<file path="src/rtl/fcs_pkg.sv">
package fcs_pkg;
  localparam int          CRC_W    = 32;
  localparam logic [31:0] CRC_POLY = 32'h04C11DB7;
  localparam logic [31:0] CRC_SEED = 32'hFFFF_FFFF;

  // one serial step: data bit enters at the MSB end, feedback folds the polynomial
  function automatic logic [CRC_W-1:0] crc_bit_step(input logic [CRC_W-1:0] rem,
                                                     input logic d);
    logic fb;
    fb = rem[CRC_W-1] ^ d;
    return {rem[CRC_W-2:0], 1'b0} ^ (fb ? CRC_POLY : '0);
  endfunction

  function automatic logic [CRC_W-1:0] bit_rev(input logic [CRC_W-1:0] v);
    logic [CRC_W-1:0] r;
    for (int i = 0; i < CRC_W; i++) r[i] = v[CRC_W-1-i];
    return r;
  endfunction
endpackage

</file>
<file path="src/rtl/fcs_rst_sync.sv">
module fcs_rst_sync (
  input  logic clk,
  input  logic rst_n,
  output logic rst_sync_n
);
  logic meta_q;

  always_ff @(posedge clk or negedge rst_n) begin
    if (!rst_n) begin
      meta_q     <= 1'b0;
      rst_sync_n <= 1'b0;
    end else begin
      meta_q     <= 1'b1;
      rst_sync_n <= meta_q;
    end
  end
endmodule

</file>
<file path="src/rtl/fcs_crc_update.sv">
module fcs_crc_update #(
  parameter int DW = 4
) (
  input  logic [fcs_pkg::CRC_W-1:0] rem_i,
  input  logic [DW-1:0]             data_i,
  output logic [fcs_pkg::CRC_W-1:0] rem_o
);
  logic [fcs_pkg::CRC_W-1:0] chain [DW+1];

  assign chain[0] = rem_i;

  // unrolled serial chain, lowest data bit first
  genvar g;
  for (g = 0; g < DW; g++) begin : g_stage
    assign chain[g+1] = fcs_pkg::crc_bit_step(chain[g], data_i[g]);
  end

  assign rem_o = chain[DW];
endmodule

</file>
<file path="src/rtl/fcs_crc_accum.sv">
module fcs_crc_accum #(
  parameter int DW = 4
) (
  input  logic                      clk,
  input  logic                      rst_n,
  input  logic                      acc_en,
  input  logic                      acc_last,
  input  logic [DW-1:0]             acc_data,
  output logic [fcs_pkg::CRC_W-1:0] fcs_o
);
  localparam int CW = fcs_pkg::CRC_W;

  logic [CW-1:0] rem_q, rem_d, base, rem_next;
  logic          open_q, open_d;

  assign base = open_q ? rem_q : fcs_pkg::CRC_SEED;

  fcs_crc_update #(.DW(DW)) u_upd (
    .rem_i  (base),
    .data_i (acc_data),
    .rem_o  (rem_next)
  );

  assign fcs_o = fcs_pkg::bit_rev(~rem_next);

  always_comb begin
    rem_d  = rem_q;
    open_d = open_q;
    if (acc_en) begin
      rem_d  = rem_next;
      open_d = !acc_last;
    end
  end

  always_ff @(posedge clk or negedge rst_n) begin
    if (!rst_n) begin
      rem_q  <= fcs_pkg::CRC_SEED;
      open_q <= 1'b0;
    end else begin
      rem_q  <= rem_d;
      open_q <= open_d;
    end
  end

  // an idle cycle leaves the remainder untouched
  a_r9_rem_hold: assert property (@(posedge clk) disable iff (!rst_n)
    !acc_en |=> (rem_q == $past(rem_q)));
endmodule

</file>
<file path="src/rtl/fcs_tail_gen.sv">
module fcs_tail_gen #(
  parameter int DW = 4
) (
  input  logic                      clk,
  input  logic                      rst_n,
  input  logic                      start,
  input  logic [fcs_pkg::CRC_W-1:0] fcs_i,
  output logic                      tail_valid,
  output logic [DW-1:0]             tail_data,
  output logic                      tail_last
);
  localparam int CW    = fcs_pkg::CRC_W;
  localparam int NIB   = CW / DW;
  localparam int CNT_W = $clog2(NIB + 1);

  logic [CW-1:0]    sr_q, sr_d;
  logic [CNT_W-1:0] cnt_q, cnt_d;
  logic             sr_en;

  assign tail_valid = (cnt_q != '0);
  assign tail_data  = sr_q[DW-1:0];
  assign tail_last  = (cnt_q == CNT_W'(1));

  always_comb begin
    sr_en = 1'b0;
    sr_d  = sr_q;
    cnt_d = cnt_q;
    if (start) begin
      sr_en = 1'b1;
      sr_d  = fcs_i;
      cnt_d = CNT_W'(NIB);
    end else if (tail_valid) begin
      sr_en = 1'b1;
      sr_d  = sr_q >> DW;
      cnt_d = cnt_q - CNT_W'(1);
    end
  end

  always_ff @(posedge clk or negedge rst_n) begin
    if (!rst_n) begin
      cnt_q <= '0;
    end else begin
      cnt_q <= cnt_d;
    end
  end

  always_ff @(posedge clk or negedge rst_n) begin
    if (!rst_n) begin
      sr_q <= '0;
    end else if (sr_en) begin
      sr_q <= sr_d;
    end
  end

  // a tail begins on the cycle after the last frame nibble
  a_r3_tail_starts: assert property (@(posedge clk) disable iff (!rst_n)
    start |=> (tail_valid && !tail_last));
  // the final-nibble flag is a single pulse that ends the tail
  a_r5_last_ends_tail: assert property (@(posedge clk) disable iff (!rst_n)
    tail_last |=> !tail_valid);
endmodule

</file>
<file path="src/rtl/fcs_out_stage.sv">
module fcs_out_stage #(
  parameter int DW = 4
) (
  input  logic          clk,
  input  logic          rst_n,
  input  logic          fwd_valid,
  input  logic [DW-1:0] fwd_data,
  input  logic          tail_valid,
  input  logic [DW-1:0] tail_data,
  input  logic          tail_last,
  output logic          out_valid,
  output logic [DW-1:0] out_data,
  output logic          out_last
);
  logic          v_d, l_d, d_en;
  logic [DW-1:0] d_d;

  always_comb begin
    v_d  = 1'b0;
    l_d  = 1'b0;
    d_en = 1'b0;
    d_d  = out_data;
    if (tail_valid) begin
      v_d  = 1'b1;
      l_d  = tail_last;
      d_en = 1'b1;
      d_d  = tail_data;
    end else if (fwd_valid) begin
      v_d  = 1'b1;
      d_en = 1'b1;
      d_d  = fwd_data;
    end
  end

  always_ff @(posedge clk or negedge rst_n) begin
    if (!rst_n) begin
      out_valid <= 1'b0;
      out_last  <= 1'b0;
    end else begin
      out_valid <= v_d;
      out_last  <= l_d;
    end
  end

  always_ff @(posedge clk or negedge rst_n) begin
    if (!rst_n) begin
      out_data <= '0;
    end else if (d_en) begin
      out_data <= d_d;
    end
  end
endmodule

</file>
<file path="src/rtl/fcs_nibble_appender.sv">
module fcs_nibble_appender #(
  parameter int DW = 4
) (
  input  logic          clk,
  input  logic          rst_n,
  input  logic [DW-1:0] in_data,
  input  logic          in_valid,
  input  logic          in_last,
  output logic [DW-1:0] out_data,
  output logic          out_valid,
  output logic          out_last
);
  logic                      rst_i_n;
  logic                      accept, start;
  logic [fcs_pkg::CRC_W-1:0] fcs;
  logic                      t_valid, t_last;
  logic [DW-1:0]             t_data;

  fcs_rst_sync u_rst (
    .clk        (clk),
    .rst_n      (rst_n),
    .rst_sync_n (rst_i_n)
  );

  assign accept = in_valid && !t_valid;
  assign start  = accept && in_last;

  fcs_crc_accum #(.DW(DW)) u_acc (
    .clk      (clk),
    .rst_n    (rst_i_n),
    .acc_en   (accept),
    .acc_last (in_last),
    .acc_data (in_data),
    .fcs_o    (fcs)
  );

  fcs_tail_gen #(.DW(DW)) u_tail (
    .clk        (clk),
    .rst_n      (rst_i_n),
    .start      (start),
    .fcs_i      (fcs),
    .tail_valid (t_valid),
    .tail_data  (t_data),
    .tail_last  (t_last)
  );

  fcs_out_stage #(.DW(DW)) u_out (
    .clk        (clk),
    .rst_n      (rst_i_n),
    .fwd_valid  (accept),
    .fwd_data   (in_data),
    .tail_valid (t_valid),
    .tail_data  (t_data),
    .tail_last  (t_last),
    .out_valid  (out_valid),
    .out_data   (out_data),
    .out_last   (out_last)
  );

  // nothing is driven out while the block is held in reset
  a_r1_quiet_in_reset: assert property (@(posedge clk)
    !rst_i_n |-> (!out_valid && !out_last));
  // an accepted nibble shows up one cycle later, unchanged
  a_r2_passthrough: assert property (@(posedge clk) disable iff (!rst_i_n)
    accept |=> (out_valid && !out_last && out_data == $past(in_data)));
  // the sender keeps in_valid low while the FCS tail drains
  a_r3_no_input_in_tail: assert property (@(posedge clk) disable iff (!rst_i_n)
    t_valid |-> !in_valid);
  // out_last only ever qualifies a valid nibble
  a_r5_last_is_valid: assert property (@(posedge clk) disable iff (!rst_i_n)
    out_last |-> out_valid);
  // no input and no tail means an idle output
  a_r9_idle_gap: assert property (@(posedge clk) disable iff (!rst_i_n)
    (!in_valid && !t_valid) |=> !out_valid);
endmodule

</file>
<file path="config.mk">
export PLATFORM = sky130hd
export DESIGN_NAME = fcs_nibble_appender
export DESIGN_NICKNAME = d
export VERILOG_FILES = /design/src/rtl/fcs_pkg.sv /design/src/rtl/fcs_rst_sync.sv /design/src/rtl/fcs_crc_update.sv /design/src/rtl/fcs_crc_accum.sv /design/src/rtl/fcs_tail_gen.sv /design/src/rtl/fcs_out_stage.sv /design/src/rtl/fcs_nibble_appender.sv
export SDC_FILE = /design/constraint.sdc
export NUM_CORES = 1
export LEC_CHECK = 0
export ABC_AREA = 1
export BUFFER_PORTS_ARGS = -buffer_cell sky130_fd_sc_hd__buf_2
export CAP_MARGIN = 0
export CORE_MARGIN = 3
export CORE_UTILIZATION = 31
export CTS_BUF_LIST = sky130_fd_sc_hd__clkbuf_8
export CTS_CLUSTER_DIAMETER = 120
export DETAILED_ROUTE_END_ITERATION = 12
export PLACE_DENSITY_LB_ADDON = 0.12
export SLEW_MARGIN = 5
export SYNTH_ARGS = -nofsm -noshare
export SYNTH_HDL_FRONTEND = slang
export SYNTH_HIERARCHICAL = 1
export SYNTH_SLANG_ARGS = --single-unit
</file>
<file path="constraint.sdc">
create_clock -name clk -period 2.6 [get_ports clk]
set_input_delay 0.26 -clock clk [delete_from_list [all_inputs] [get_ports clk]]
set_output_delay 0.26 -clock clk [all_outputs]
set_load 0.02 [all_outputs]
</file>
==> results by group, run 1 <==
Run status
  – Status: complete, no violations

Floorplanning
  – Row Count: 44
  – # IOs: 14
  – Die Area: 16,600 um2
  – Starting density of the core: 0.319
  – Die height: 129 um
  – CORE AREA: 14,600 um2
  – DIE WIDTH: 129 um

Setup path
  – Worst Setup Start Kind: flip-flop
  – Worst Path Required: 2.91 ns
  – Critical Path Sink Type: flip-flop
  – Maximum fanout along the worst path: 36
  – Arr. time, crit path: 2.47 ns
  – Setup CP Type: reg2reg

Power and ir drop
  – VDD IR max: 286 uV
  – PD cells: 1170 nW/um2
  – Leak: 2.75 nW

Yosys
  – Top FF cell, synth: dfrtp_1
  – Post-synthesis cell count: 675
  – Sequential fraction of the synthesis area: 0.421
  – Mapped Nets: 685
  – Syn Area/Cell: 6.92 um2
  – Async set-or-reset flop fraction in the synthesized netlist: 1.00
  – Share of the synthesized area in the top cell type: 0.241
  – Library cells used by synthesis: 29
  – Ys Warns: 6
  – Mapped cell area: 4670 um2
  – Synthesized flop and latch total: 77
  – Largest cells by area after synthesis: dfrtp_1 (24%), nand2_1 (23%), dfstp_2 (18%)
  – Synth area leader: dfrtp_1
  – EDFF count, synth: 0

Clock network
  – Sink Count: 77
  – Clock Path Buffers: 2
  – TritonCTS clock tree: done
  – CTS buffer count: 9
  – Post-CTS Resized: 0
  – Worst-path clk slew: 0.09 ns
  – Root Driver: clkbuf_8
  – Later-pin clock latency in the skew report: 0.37 ns
  – H-tree Lvls: 3

Timing
  – Setup tns final: 0 ns
  – Slew Viols, Final: 0
  – Period minus WS final: 2.16 ns
  – Least-Margin Pin Slew: 0.803 ns
  – Final Hold Viols: 0
  – Setup Skew: 0.0108 ns
  – Tcrit/Tclk final: 0.829
  – Setup-failing EPs final: 0
  – RSZ-0062 raised after global routing: no
  – Rel. slew slack: 0.465
  – Maximum clock frequency: 0.464 GHz

Layout
  – Final Util: 0.340
  – Area grow syn2layout: 6.69%
  – Number of diodes: 0
  – Share of layout cells above drive strength 1: 0.160
  – Final nets: 685

Global route
  – Vias in the first global route: 3,810
  – Total track usage: 0.149
  – Total grt overflow: 0
  – Initial antenna violation count: 0
  – First-pass GRT wire length: 19,100 um
  – Largest net degree at the start of global routing: 60

Run
  – Max Cap Violations: 0

Drt
  – Drt pass-1 iters: 5
  – Via count: 3,901
  – Vias per cell: 4.52
  – Avg WL per Cell: 13.3 um
  – WL final: 11,500 um
  – Initial DRC count: 165
  – DRC viols: 0
  – Final ANT Viol Nets: 0

Min path
  – Hold WC Path Type: in2reg

Placed design
  – IO buf count: 13
  – GPL Wtd Cong: 0.754
  – HPWL Detailed: 7910 um
## synthesized netlist by cell type (2+ instances only)
master    instances
nand2_1         292
inv_1           114
nand3_1          63
dfrtp_1          45
dfstp_2          32
nand2_2          29
o21ai_1          19
o21ai_0          15
buf_2            10
buf_4             9
xor2_1            9
buf_6             8
nor2_1            5
inv_2             4
nand2_4           4
clkbuf_1          2
ha_1              2
nor2_4            2
## per-layer routing
metal  GRT usage  vias up  wire length, um
met2       0.255       56             5650
li1            -     1991                -
met1       0.184     1835             5290
met5           0        -                0
met4      0.0544        0              195
met3      0.0307       19              354
## registers in the layout, summed over array words and instances (netlist names)
| name | count |
|---|---|
| u_out/out_last | 1 |
| u_out/out_data | 4 |
| u_rst/meta_q | 1 |
| u_acc/open_q | 1 |
| u_tail/cnt_q | 4 |
| u_tail/sr_q | 32 |
| u_acc/rem_q | 32 |
| u_rst/rst_sync_n | 1 |
| u_out/out_valid | 1 |
## layout by cell type, fill, tap and decap left out, drive strengths merged
cell         count
nand3           64
dlygate4sd3      1
o21ai           34
ha               2
nor3             1
nor2             8
xnor2            1
nand2          325
clkinv           2
clkinvlp         1
xor2             9
a21oi            1
inv            122
conb             1
dfstp           32
dfrtp           45
clkbuf          11
buf             19
nor3b            1
## critical path: stages, from the launching register on
cell and delay, ns:
dfrtp_1 0.38, inv_1 0.09, ha_1 0.27, nand2_1 0.11, inv_1 0.05, nand2_2 0.08, nor2_4 0.04, inv_2 0.23
nand3_4 0.37, inv_4 0.30, nand2_1 0.08, nand3_1 0.08
## cells by family after synthesis
kind of cell / after synthesis / synth area share
AND/OR/NAND/NOR: 399 / 0.367
buffers and inverters: 151 / 0.150
flip-flops: 77 / 0.421
AO/OA/AOI/OAI: 35 / 0.0375
XOR/XNOR: 10 / 0.0187
adder cells (fa/ha/maj): 2 / 0.00535
other: 1 / 0.000802
## stage by stage
stage	setup slack (ns)	hold slack [ns]	power (mW)	area [um2]	std cells
final	0.443	0.161	5.84	4990	864
after global routing	0.194	0.170	6.45	4990	864
after CTS	0.435	0.146	5.95	4990	864
after detailed placement	0.453	0.0519	5.04	4800	847
after global placement	0.519	0.0474	5.00	4800	847
after floorplan	0.353	-0.0356	4.43	4670	675
## worst paths after layout
path,cells past startpoint,slack (ns),end,startpoint
worst min register to register,0,0.36,u_rst/rst_sync_n,u_rst/meta_q
worst min-delay path,4,0.16,u_acc/open_q,in_last
min in group asynchronous,2,0.19,u_rst/rst_sync_n,rst_n
max in group asynchronous,1,1.32,u_acc/rem_q[21],u_rst/rst_sync_n
worst max register to register,11,0.44,u_tail/sr_q[24],u_tail/cnt_q[0]
worst max-delay path,11,0.44,u_tail/sr_q[24],u_tail/cnt_q[0]
## timing repair
action	CTS	global route
hold endpoints to repair	2	0
hold buffers	1	0
setup buffers	0	0
endpoints found under the setup margin	0	0
## power breakdown
part           internal (mW)  total [mW]  switching, mW
logic                  0.919        2.88           1.96
clock network          0.393       0.878          0.486
registers               1.81        2.09          0.271
## area by class of cell
class	instances	area [um2]
Inverter	120	460
Tap cell	184	230
Sequential cell	77	1970
Clock inverter	5	28.8
Multi-Input combinational cell	447	2010
Clock buffer	11	151
Fill cell	1632	9660
Timing Repair Buffer	20	133
No activity file was read; power rests on OpenSTA's default activity.
==> run 2: changes to the inputs <==
==> constraint.sdc (replaced) <==
create_clock -name clk -period 1.9 [get_ports clk]
set_input_delay 0.19 -clock clk [delete_from_list [all_inputs] [get_ports clk]]
set_output_delay 0.19 -clock clk [all_outputs]
set_load 0.02 [all_outputs]
==> results by group, run 2 (synthesis gave the netlist of run 1 again) <==
Run status
  – Status: complete, no violations (unchanged)

Power and ir drop
  – Combinational power share: 0.532 (was 0.493)
  – Total power: 8.54 mW (was 5.84 mW)
  – VDD IR max: 409 uV (was 286 uV)
  – Sw Ratio: 0.457 (was 0.465)
  – Leak: 2.91 nW (was 2.75 nW)
  – Clock power frac: 0.135 (was 0.150)
  – Sw Pwr: 3.91 mW (was 2.72 mW)
  – Seq pwr share: 0.333 (was 0.357)
  – PD cells: 1610 nW/um2 (was 1170 nW/um2)
  – Pint: 4.63 mW (was 3.13 mW)

Timing
  – Setup tns final: 0 ns (unchanged)
  – Period minus WS final: 1.81 ns (was 2.16 ns)
  – Maximum clock frequency: 0.554 GHz (was 0.464 GHz)
  – Setup-failing EPs final: 0 (unchanged)
  – Setup Skew: 0.00675 ns (was 0.0108 ns)
  – Final Hold Viols: 0 (unchanged)
  – Tcrit/Tclk final: 0.950 (was 0.829)
  – Slew Viols, Final: 0 (unchanged)
  – RSZ-0062 raised after global routing: yes (was no)

Floorplanning
  – Starting density of the core: 0.319 (unchanged)
  – # IOs: 14 (unchanged)
  – Die Area: 16,600 um2 (unchanged)
  – Row Count: 44 (unchanged)
  – Die height: 129 um (unchanged)
  – DIE WIDTH: 129 um (unchanged)
  – CORE AREA: 14,600 um2 (unchanged)

Global route
  – Vias in the first global route: 3,978 (was 3,810)
  – First-pass GRT wire length: 20,200 um (was 19,100 um)
  – Initial antenna violation count: 0 (unchanged)
  – Largest net degree at the start of global routing: 50 (was 60)
  – Total track usage: 0.155 (was 0.149)
  – Total grt overflow: 0 (unchanged)

Placed design
  – Cell Area, Placed: 4940 um2 (was 4800 um2)
  – GPL Wtd Cong: 0.804 (was 0.754)
  – IO buf count: 13 (unchanged)
  – HPWL Detailed: 8330 um (was 7910 um)

Layout
  – Area grow syn2layout: 13.9% (was 6.69%)
  – Fin area: 5320 um2 (was 4990 um2)
  – Biggest regs: u_acc/rem_q x32, u_tail/sr_q x32 (unchanged)
  – Share of layout cells above drive strength 1: 0.213 (was 0.160)
  – Most common cell after layout, fill and taps aside: nand2_1 (unchanged)
  – Most frequent cells in the layout: nand2_1 (279), inv_1 (115), nand3_1 (63) (was nand2_1 (292), inv_1 (116), nand3_1 (63))
  – Number of diodes: 0 (unchanged)
  – Final nets: 709 (was 685)

Setup path
  – Most used cell, CP: nand2_1
  – Setup CP Type: reg2reg (unchanged)
  – Arr. time, crit path: 2.06 ns (was 2.47 ns)
  – Reg2Reg Setup Slack: 0.09 ns (was 0.44 ns)
  – Worst Setup Start Kind: flip-flop (unchanged)
  – Maximum fanout along the worst path: 6 (was 36)
  – Worst Path Required: 2.15 ns (was 2.91 ns)
  – Cell chain of the critical path: inv_1, nand2_2, nand2_1, nand2_4, nand2_1, nand2_2, nand2_1, nand2_1, inv_1, nand2_1, o21ai_0, nand2_1, o21ai_1 (was inv_1, ha_1, nand2_1, inv_1, nand2_2, nor2_4, inv_2, nand3_4, inv_4, nand2_1, nand3_1)
  – Slowest cell on crit path: dfstp_2 (was dfrtp_1)
  – Max stage delay on crit path: 0.54 ns (was 0.38 ns)
  – Critical Path Sink Type: flip-flop (unchanged)

Drt
  – Vias per cell: 4.55 (was 4.52)
  – Initial DRC count: 254 (was 165)
  – Avg WL per Cell: 14.1 um (was 13.3 um)
  – DRC viols: 0 (unchanged)
  – Via count: 4,036 (was 3,901)
  – Drt pass-1 iters: 4 (was 5)
  – WL final: 12,500 um (was 11,500 um)
  – Final ANT Viol Nets: 0 (unchanged)

Min path
  – Hold WC Path Type: in2reg (unchanged)

Clock network
  – Later-pin clock latency in the skew report: 0.36 ns (was 0.37 ns)
  – Root Driver: clkbuf_8 (unchanged)
  – H-tree Lvls: 3 (unchanged)
  – Worst-path clk slew: 0.08 ns (was 0.09 ns)
  – CTS buffer count: 9 (unchanged)
  – Sink Count: 77 (unchanged)
  – Clock Path Buffers: 2 (unchanged)
  – TritonCTS clock tree: done (unchanged)

Run
  – Max Cap Violations: 0 (unchanged)
## run 2: cell types whose count changed in the layout (fill, tap and decap cells not counted), moves of 2 or more
cell	previous run	this run
nand2_1	292	279
clkbuf_16	0	2
nand2_4	4	8
buf_4	5	24
buf_12	1	4
nand2_2	29	37
## run 2: repair_timing
item | 4_1_cts | 5_1_grt
pin swaps | 0 | 8
buffers inserted | 0 | 8
resized for setup | 3 | 22
hold buffers | 1 | 0
endpoints found under the hold margin | 2 | 0
cloned | 0 | 2
endpoints found under the setup margin | 3 | 33
## run 2: final timing paths
| kind | cells after the start | to | from |
|---|---|---|---|
| min | 4 | u_acc/open_q | in_last |
| min reg2reg | 0 | u_tail/sr_q[26] | u_rst/rst_sync_n |
| max reg2reg | 13 | u_tail/sr_q[22] | u_acc/rem_q[30] |
| max | 13 | u_tail/sr_q[22] | u_acc/rem_q[30] |
| min in group asynchronous | 2 | u_rst/rst_sync_n | rst_n |
| max in group asynchronous | 1 | u_acc/rem_q[7] | u_rst/rst_sync_n |
## run 2: layout make-up
class,instances,area (um2)
Fill cell,1606,9320
Multi-Input combinational cell,447,2100
Sequential cell,77,1970
Inverter,120,463
Timing Repair Buffer,44,385
Tap cell,184,230
Clock buffer,11,151
Clock inverter,5,21.3
## run 2: routing by layer
| layer | global-route usage | part of all wire | up-vias |
|---|---|---|---|
| met2 | 0.258 | 0.48 | 62 |
| met5 | 0 | 0 | - |
| li1 | - | - | 2038 |
| met4 | 0.0506 | 0.019 | 0 |
| met1 | 0.197 | 0.47 | 1919 |
| met3 | 0.0407 | 0.031 | 17 |
## run 2: power groups by stage
stage | clock network, mW | logic, mW | registers (mW)
floorplan | 0 | 3.24 | 2.84
global placement | 0 | 4.25 | 2.85
detailed placement | 0 | 4.28 | 2.87
CTS | 1.22 | 4.30 | 2.84
global route | 1.27 | 5.21 | 2.92
finish | 1.16 | 4.54 | 2.84
## run 2: critical path, delay by kind of cell (launching register included)
family	cells	cell delay, ns
AND/OR/NAND/NOR	9	0.87
flip-flops	1	0.54
AO/OA/AOI/OAI	2	0.18
buffers and inverters	2	0.10
## run 2: through the flow
| step | utilization | instances | setup WS [ns] | hold slack (ns) |
|---|---|---|---|---|
| 2_1_floorplan | - | 675 | 0.00901 | -0.106 |
| 3_5_place_dp | 0.337 | 861 | 0.00579 | -0.0206 |
| 6_report | 0.363 | 888 | 0.0942 | 0.0933 |
| 3_3_place_gp | 0.337 | 861 | -0.0205 | -0.0232 |
| 4_1_cts | 0.350 | 878 | 0.00258 | 0.0639 |
| 5_1_grt | 0.363 | 888 | -0.0166 | 0.0870 |
